--- src/rtl/irqc_pkg.sv ---
package irqc_pkg;
    localparam int ADDR_W = 12;
    localparam int DATA_W = 32;
    localparam int LOC_W  = 12;
    localparam int GLB_W  = 2;

    // implemented local source positions: 0..3 and 8..11
    localparam logic [LOC_W-1:0] LOC_IMPL = 12'hF0F;

    localparam logic [ADDR_W-1:0] OFS_LPEND = 12'h004;
    localparam logic [ADDR_W-1:0] OFS_LEN   = 12'h008;
    localparam logic [ADDR_W-1:0] OFS_GPEND = 12'h800;
    localparam logic [ADDR_W-1:0] OFS_GSEN  = 12'h804;
    localparam logic [ADDR_W-1:0] OFS_GSIG  = 12'h808;

    localparam int GBIT_CORE = 0;
    localparam int GBIT_SIB  = 1;

    typedef struct packed {
        logic [LOC_W-1:0] loc_en;
        logic [GLB_W-1:0] gst_en;
        logic [GLB_W-1:0] gsig_en;
    } irqc_cfg_t;
endpackage

--- src/rtl/irqc_w1c_bank.sv ---
module irqc_w1c_bank #(
    parameter int            W    = 12,
    parameter logic [W-1:0]  IMPL = '1
) (
    input  logic         clk_i,
    input  logic         rst_ni,
    input  logic [W-1:0] set_i,
    input  logic [W-1:0] clr_i,
    output logic [W-1:0] stat_o
);
    typedef struct packed {
        logic [W-1:0] stat;
    } bank_t;

    bank_t        st_d, st_q;
    logic [W-1:0] nxt;

    for (genvar i = 0; i < W; i++) begin : g_bit
        if (IMPL[i]) begin : g_live
            // set has priority over a same-cycle clear
            always_comb nxt[i] = set_i[i] | (st_q.stat[i] & ~clr_i[i]);
        end else begin : g_tied
            always_comb nxt[i] = 1'b0;
        end
    end

    always_comb begin
        st_d      = st_q;
        st_d.stat = nxt;
    end

    always_ff @(posedge clk_i or negedge rst_ni) begin
        if (!rst_ni) st_q <= '0;
        else         st_q <= st_d;
    end

    assign stat_o = st_q.stat;
endmodule

--- src/rtl/irqc_cfg_regs.sv ---
module irqc_cfg_regs
    import irqc_pkg::*;
(
    input  logic              clk_i,
    input  logic              rst_ni,
    input  logic              wr_i,
    input  logic [ADDR_W-1:0] addr_i,
    input  logic [DATA_W-1:0] wdata_i,
    output irqc_cfg_t         cfg_o
);
    irqc_cfg_t cfg_d, cfg_q;

    always_comb begin
        cfg_d = cfg_q;
        if (wr_i) begin
            unique case (addr_i)
                OFS_LEN:  cfg_d.loc_en  = wdata_i[LOC_W-1:0] & LOC_IMPL;
                OFS_GSEN: cfg_d.gst_en  = wdata_i[GLB_W-1:0];
                OFS_GSIG: cfg_d.gsig_en = wdata_i[GLB_W-1:0];
                default:  ;
            endcase
        end
    end

    always_ff @(posedge clk_i or negedge rst_ni) begin
        if (!rst_ni) cfg_q <= '0;
        else         cfg_q <= cfg_d;
    end

    assign cfg_o = cfg_q;
endmodule

--- src/rtl/irqc_cascade.sv ---
module irqc_cascade
    import irqc_pkg::*;
(
    input  logic              clk_i,
    input  logic              rst_ni,
    input  logic              reg_wr_i,
    input  logic [ADDR_W-1:0] reg_addr_i,
    input  logic [DATA_W-1:0] reg_wdata_i,
    output logic [DATA_W-1:0] reg_rdata_o,
    input  logic [LOC_W-1:0]  core_evt_i,
    input  logic              sib_evt_i,
    output logic              irq_o
);
    irqc_cfg_t        cfg;
    logic [LOC_W-1:0] loc_stat, loc_clr, loc_en;
    logic [GLB_W-1:0] gstat, gset, gclr, gst_en, gsig_en;
    logic             loc_sum;

    irqc_cfg_regs i_cfg (
        .clk_i   (clk_i),
        .rst_ni  (rst_ni),
        .wr_i    (reg_wr_i),
        .addr_i  (reg_addr_i),
        .wdata_i (reg_wdata_i),
        .cfg_o   (cfg)
    );

    assign loc_en  = cfg.loc_en;
    assign gst_en  = cfg.gst_en;
    assign gsig_en = cfg.gsig_en;

    always_comb begin
        loc_clr = '0;
        gclr    = '0;
        if (reg_wr_i && reg_addr_i == OFS_LPEND) loc_clr = reg_wdata_i[LOC_W-1:0];
        if (reg_wr_i && reg_addr_i == OFS_GPEND) gclr    = reg_wdata_i[GLB_W-1:0];
    end

    irqc_w1c_bank #(.W(LOC_W), .IMPL(LOC_IMPL)) i_loc (
        .clk_i  (clk_i),
        .rst_ni (rst_ni),
        .set_i  (core_evt_i),
        .clr_i  (loc_clr),
        .stat_o (loc_stat)
    );

    assign loc_sum = |(loc_stat & loc_en);

    always_comb begin
        gset            = '0;
        gset[GBIT_CORE] = loc_sum   & gst_en[GBIT_CORE];
        gset[GBIT_SIB]  = sib_evt_i & gst_en[GBIT_SIB];
    end

    irqc_w1c_bank #(.W(GLB_W), .IMPL('1)) i_glb (
        .clk_i  (clk_i),
        .rst_ni (rst_ni),
        .set_i  (gset),
        .clr_i  (gclr),
        .stat_o (gstat)
    );

    assign irq_o = |(gstat & gsig_en);

    always_comb begin
        reg_rdata_o = '0;
        unique case (reg_addr_i)
            OFS_LPEND: reg_rdata_o[LOC_W-1:0] = loc_stat;
            OFS_LEN:   reg_rdata_o[LOC_W-1:0] = loc_en;
            OFS_GPEND: reg_rdata_o[GLB_W-1:0] = gstat;
            OFS_GSEN:  reg_rdata_o[GLB_W-1:0] = gst_en;
            OFS_GSIG:  reg_rdata_o[GLB_W-1:0] = gsig_en;
            default:   ;
        endcase
    end
endmodule

--- config.mk ---
export PLATFORM = sky130hd
export DESIGN_NAME = irqc_cascade
export DESIGN_NICKNAME = d
export VERILOG_FILES = /design/src/rtl/irqc_pkg.sv /design/src/rtl/irqc_w1c_bank.sv /design/src/rtl/irqc_cfg_regs.sv /design/src/rtl/irqc_cascade.sv
export SDC_FILE = /design/constraint.sdc
export NUM_CORES = 1
export LEC_CHECK = 0
export ABC_AREA = 0
export ABC_CLOCK_PERIOD_IN_PS = 3950
export BUFFER_PORTS_ARGS = -buffer_cell sky130_fd_sc_hd__buf_2
export CAP_MARGIN = 0
export CORE_MARGIN = 8
export CORE_UTILIZATION = 47
export DETAILED_ROUTE_END_ITERATION = 10
export PLACE_DENSITY = 0.95
export SYNTH_ARGS = -nofsm -noshare
export SYNTH_HDL_FRONTEND = slang
export SYNTH_HIERARCHICAL = 1
export SYNTH_SLANG_ARGS = --single-unit
--- constraint.sdc ---
create_clock -name clk_i -period 3.95 [get_ports clk_i]
set_input_delay 0.395 -clock clk_i [delete_from_list [all_inputs] [get_ports clk_i]]
set_output_delay 0.395 -clock clk_i [all_outputs]
set_load 0.1 [all_outputs]
==> impl_metrics.yaml, run 1 <==
clock_network:
  htree_levels: 1
  cts_buffers: 3
  cts_buffer_depth: 2
  cts_sinks: 22
  clkTransAtPathRegs_ps: 110
  insertion_delay_ps: 290
  cts-hold-fix-buffers: 0
  root_buffer: "clkbuf_4"
  cts_setup_buffers: 0
  post_cts_resize_count: 0
  cts_tree: "done"
critical_path:
  path_buf_inv: 2
  rr_startpoint: "i_loc/stat_o[10]"
  critPathTopFamily: "simple AND/OR/NAND/NOR gates"
  crit_fanout: 12
  regToRegSetupSlack_ps: 2670
  worstRegToRegCells: 4
  path_class: "in2out"
  cp.depth: 5
  arrival_ps: 2240
  cp_slowest_cell: "nor2b_1"
  crit_chain: "buf_2 > nor2b_1 > a221oi_1 > a211oi_1 > buf_2"
  cp-endpoint: "reg_rdata_o[0]"
  cp_slowest_stage_delay_ps: 710
  reg2reg_to: "i_glb/stat_o[0]"
  crit_start: "reg_addr_i[2]"
  crit_path_start_kind: "input port"
  cp.required_ps: 3560
  cpMostUsedCell: "buf_2"
  worst_setup_path_end_kind: "output pin"
sta:
  fmax_mhz: 379
  finClkSkew_ps: 1.76
  rsz0062_at_grt: "no"
  hold_violations: 0
  period_share_pct: 66.8
  worstMarginPinSlew_ps: 1770
  min_period_ps: 2640
  drv_slew: 4
  setup_viol: 0
  tns_ps: 0
  slew_headroom_pct: -18.1
final_layout:
  finalInstanceArea_sq_um: 1720
  area_growth_pct: 10.3
  finalNetCount: 258
  n_antenna_cell: 0
  drive_gt1_share_pct: 33.2
floorplan:
  die_y_microns: 73.7
  core_sq_um: 3260
  die_w_microns: 73.7
  fp.dieArea_sq_um: 5430
  ioPinCount: 93
  rows: 21
  floorplan.initialDensity_pct: 48.0
global_routing:
  first_global_vias: 1245
  overflow: 0
  antenna_found_initial: 0
  track_usage_pct: 12.6
  grt_pass1_wl_mm: 5.39
  grt_max_degree: 23
power_and_ir_drop:
  p_clk_share_pct: 21.1
  ir_drop_mv: 0.152
  total_power_mw: 0.465
  p_leak_nw: 0.823
  intPower_mw: 0.287
  power.density_nw_per_um2: 270
  power_frac_seq_pct: 49.2
  p_switching_mw: 0.178
  power_frac_comb_pct: 29.7
  p_sw_share_pct: 38.2
route:
  avgViaCountPerCell: 4.99
  drt-initial-drc-count: 68
  avgRoutedWirePerCell_microns: 13.9
  first_pass_iters: 4
  route.detailed.drc: 0
  via_count: 1208
  detail-route-antenna-nets: 0
  routed_wl_mm: 3.37
outcome:
  status: "complete, but fails checks"
  violations: "max-slew violations"
synthesis:
  yosys_warnings: 6
  syn_inst: 158
  syn_area_sq_um: 1560
  syn_avg_cell_area_sq_um: 9.89
place:
  dp_hpwl_mm: 2.80
  gp_congestion: 0.828
  dpl_cell_area_sq_um: 1700
  port_buffers: 40
flow_run:
  cap_violations: 0
min_path:
  hp-class: "in2async"
final cells by class:
type                            count  area (sq um)
Fill cell                         317          1530
Multi-Input combinational cell    118           837
Sequential cell                    22           551
Timing Repair Buffer               42           215
Tap cell                           46          57.6
Inverter                           11          41.3
Clock buffer                        3          22.5
through the flow:
stage	utilization [%]	setup WS, ps	hold slack [ps]	instances
after floorplan	-	6.77	99.4	183
after CTS	52.9	1300	47.1	242
final	52.9	1310	36.4	242
after global routing	52.9	1180	77.0	242
after global placement	52.2	1320	377	239
after detailed placement	52.2	1300	383	239
worst min-delay path by stage:
| stage | cells past startpoint | endpoint | slack [ps] |
|---|---|---|---|
| after floorplan | 0 | i_cfg/cfg_o[0] | 100 |
| after global placement | 1 | i_glb/stat_o[1] | 380 |
| after detailed placement | 1 | i_loc/stat_o[0] | 380 |
| after CTS | 1 | i_cfg/cfg_o[13] | 50 |
| after global routing | 1 | i_cfg/cfg_o[13] | 80 |
| final | 1 | i_loc/stat_o[0] | 40 |
layout by cell type (no fill, tap or decap), drive strengths merged, types with 2 or more instances in the layout:
cell type	n
a22oi	10
a22o	4
a221oi	5
mux2	12
nor4	2
and2	9
and3	2
and3b	2
a21o	10
nand4	3
clkbuf	3
nor2b	2
or4	2
mux2i	2
inv	11
dfrtp	22
or2	2
nor2	11
buf	42
conb	28
or3	2
state kept, by name, summed over array words and instances (netlist names):
register and cells:
i_glb/stat_o 2, i_loc/stat_o 8, i_cfg/cfg_o 12
layer usage:
| layer | vias to the layer above | wire [microns] | part of all wire [%] | GRT usage, % |
|---|---|---|---|---|
| met2 | 44 | 1610 | 48 | 21.9 |
| met1 | 578 | 1400 | 42 | 14.4 |
| met5 | - | 0 | 0 | 0 |
| met4 | 0 | 19 | 0.56 | 4.66 |
| li1 | 584 | - | - | - |
| met3 | 2 | 332 | 9.9 | 3.14 |
power groups by stage:
stage               combinational [mW]  clock [mW]  sequential, mW
floorplan                        0.128           0           0.233
global placement                 0.136           0           0.233
detailed placement               0.137           0           0.233
CTS                              0.138       0.102           0.229
global route                     0.146       0.108           0.229
finish                           0.138      0.0980           0.229
Power figures use the tool's default switching activity.
==> run 2, diff against run 1 <==
--- a/config.mk
+++ b/config.mk
@@ -5,14 +5,14 @@
 export SDC_FILE = /design/constraint.sdc
 export NUM_CORES = 1
 export LEC_CHECK = 0
-export ABC_AREA = 0
-export ABC_CLOCK_PERIOD_IN_PS = 3950
+export ABC_AREA = 1
+export ABC_CLOCK_PERIOD_IN_PS = 2500
 export BUFFER_PORTS_ARGS = -buffer_cell sky130_fd_sc_hd__buf_2
 export CAP_MARGIN = 0
 export CORE_MARGIN = 8
-export CORE_UTILIZATION = 47
+export CORE_UTILIZATION = 46
 export DETAILED_ROUTE_END_ITERATION = 10
-export PLACE_DENSITY = 0.95
+export PLACE_DENSITY = 0.91
 export SYNTH_ARGS = -nofsm -noshare
 export SYNTH_HDL_FRONTEND = slang
 export SYNTH_HIERARCHICAL = 1
==> constraint.sdc (replaced) <==
create_clock -name clk_i -period 2.5 [get_ports clk_i]
set_input_delay 0.25 -clock clk_i [delete_from_list [all_inputs] [get_ports clk_i]]
set_output_delay 0.25 -clock clk_i [all_outputs]
set_load 0.1 [all_outputs]
==> impl_metrics.yaml, run 2 <==
sta:
  fin_hold_ws_ps: 167
  rsz0062_at_grt: "no"
  hold_violations: 0
  period_share_pct: 81.3
  slew_headroom_pct: -37.1
  min_period_ps: 2030
  finClkSkew_ps: 1.15
  worstMarginPinSlew_ps: 2090
  tns_ps: 0
  setup_viol: 0
  fmax_mhz: 492
  drv_slew: 1
global_routing:
  overflow: 0
  grt_util_met2_pct: 23.5
  antenna_found_initial: 0
  met3_usage_pct: 2.26
  grt_use_met1_pct: 14.6
  first_global_vias: 1590
  grt_max_degree: 23
  top_usage_layer: "met2"
  track_usage_pct: 13.0
  grt_pass1_wl_mm: 6.76
power_and_ir_drop:
  power.density_nw_per_um2: 445
  power_frac_seq_pct: 40.0
  power_frac_comb_pct: 24.1
  intPower_mw: 0.603
  p_leak_nw: 1.16
  p_sw_share_pct: 32.9
  ir_drop_mv: 0.317
  p_switching_mw: 0.296
  p_clk_share_pct: 35.9
synthesis:
  yosys_warnings: 6
  syn_inst: 282
  syn_avg_cell_area_sq_um: 6.49
  syn_area_sq_um: 1830
clock_network:
  cts_setup_buffers: 0
  insertion_delay_ps: 260
  cts_buffer_depth: 2
  cts_buffers: 3
  clkTransAtPathRegs_ps: 70
  cts_sinks: 22
  root_buffer: "clkbuf_8"
  cts_tree: "done"
  htree_levels: 1
final_layout:
  largest_register_ff_count: 12
  multiInputGateArea_sq_um: 933
  regArea_sq_um: 551
  finalNetCount: 381
  n_antenna_cell: 0
  drive_gt1_share_pct: 22.2
  area_growth_pct: 10.3
  layout_commonest_cell: "nand2_1"
  most-common-layout-cells: "nand2_1 (81), inv_1 (48), nand3_1 (41)"
  nFillCells: 377
flow_run:
  cap_violations: 0
place:
  dp_hpwl_mm: 3.35
  port_buffers: 40
  gp_congestion: 0.802
critical_path:
  rr_startpoint: "i_loc/stat_o[0]"
  crit_path_start_kind: "input port"
  cp_slowest_cell: "buf_2"
  crit_fanout: 11
  crit_chain: "buf_2 > or2_1 > nor2_4 > nand3_1 > nor2_1 > nor2_1 > nand2_1 > buf_2"
  crit_start: "reg_addr_i[10]"
  arrival_ps: 1780
  path_buf_inv: 2
  cp.required_ps: 2250
  path_class: "in2out"
  cp_slowest_stage_delay_ps: 420
  worst_setup_path_end_kind: "output pin"
  critPathTopFamily: "simple AND/OR/NAND/NOR gates"
min_path:
  hold_start: "core_evt_i[2]"
  hp-class: "in2reg"
route:
  avgViaCountPerCell: 4.49
  detail-route-antenna-nets: 0
  drt-initial-drc-count: 132
  first_pass_iters: 4
  avgRoutedWirePerCell_microns: 10.9
  routed_wl_mm: 4.04
  via_count: 1662
  route.detailed.drc: 0
floorplan:
  fp.dieArea_sq_um: 6250
  core_sq_um: 3910
  rows: 23
  die_y_microns: 79.1
  floorplan.initialDensity_pct: 46.8
  die_w_microns: 79.1
  ioPinCount: 93
outcome:
  status: "complete, but fails checks"
  violations: "max-slew violations"
## run 2: worst register-to-register path: stages (launching register included)
cell and delay, ps:
dfrtp_1 400, nand2_1 80, nand2_1 60, a21oi_1 120
nand3_1 90, nor2_1 140, nor2_1 60, inv_1 50
nand2_1 40
## run 2: final cells by class
type / count / area share [%]
multi-input cells: 203 / 46.2
flip-flops and latches: 22 / 27.3
repair buffers: 42 / 10.8
inverters: 49 / 9.11
well taps: 50 / 3.10
clock buffers: 3 / 2.04
clock inverters: 1 / 1.49
## run 2: metal layers
layer	share of wire, %	vias to the layer above
li1	-	868
met1	43	736
met2	50	50
met3	5.2	8
met4	1.8	0
met5	0	-
## run 2: final timing paths
check,to,slack [ps],depth (start not counted)
setup / recovery,reg_rdata_o[1],470,8
setup reg to reg,i_glb/stat_o[0],1350,8
min in group asynchronous,i_loc/stat_o[2],480,2
max in group asynchronous,i_cfg/cfg_o[0],1680,2
hold / removal,i_loc/stat_o[2],170,3
hold reg to reg,i_cfg/cfg_o[14],490,2
## run 2: what timing repair did
| action | in CTS | in global routing |
|---|---|---|
| endpoints found under the setup margin | 0 | 0 |
| hold endpoints to repair | 22 | 0 |
| resized for setup | 0 | 0 |
| hold buffers | 1 | 0 |
## run 2: per-stage QoR
step	area [sq um]	worst slack (ps)	instances	util [%]	total power, mW
3_3_place_gp	1940	516	365	49.5	0.577
3_5_place_dp	1940	486	365	49.5	0.580
6_report	2020	468	370	51.6	0.899
2_1_floorplan	1930	576	307	-	0.570
5_1_grt	2020	340	370	51.6	0.945
4_1_cts	2020	487	370	51.6	0.908
## run 2: power by group through the flow
stage	combinational, mW	sequential, mW	clock, mW
floorplan	0.204	0.366	0
global placement	0.211	0.366	0
detailed placement	0.214	0.366	0
CTS	0.215	0.359	0.334
global route	0.230	0.359	0.356
finish	0.217	0.359	0.323
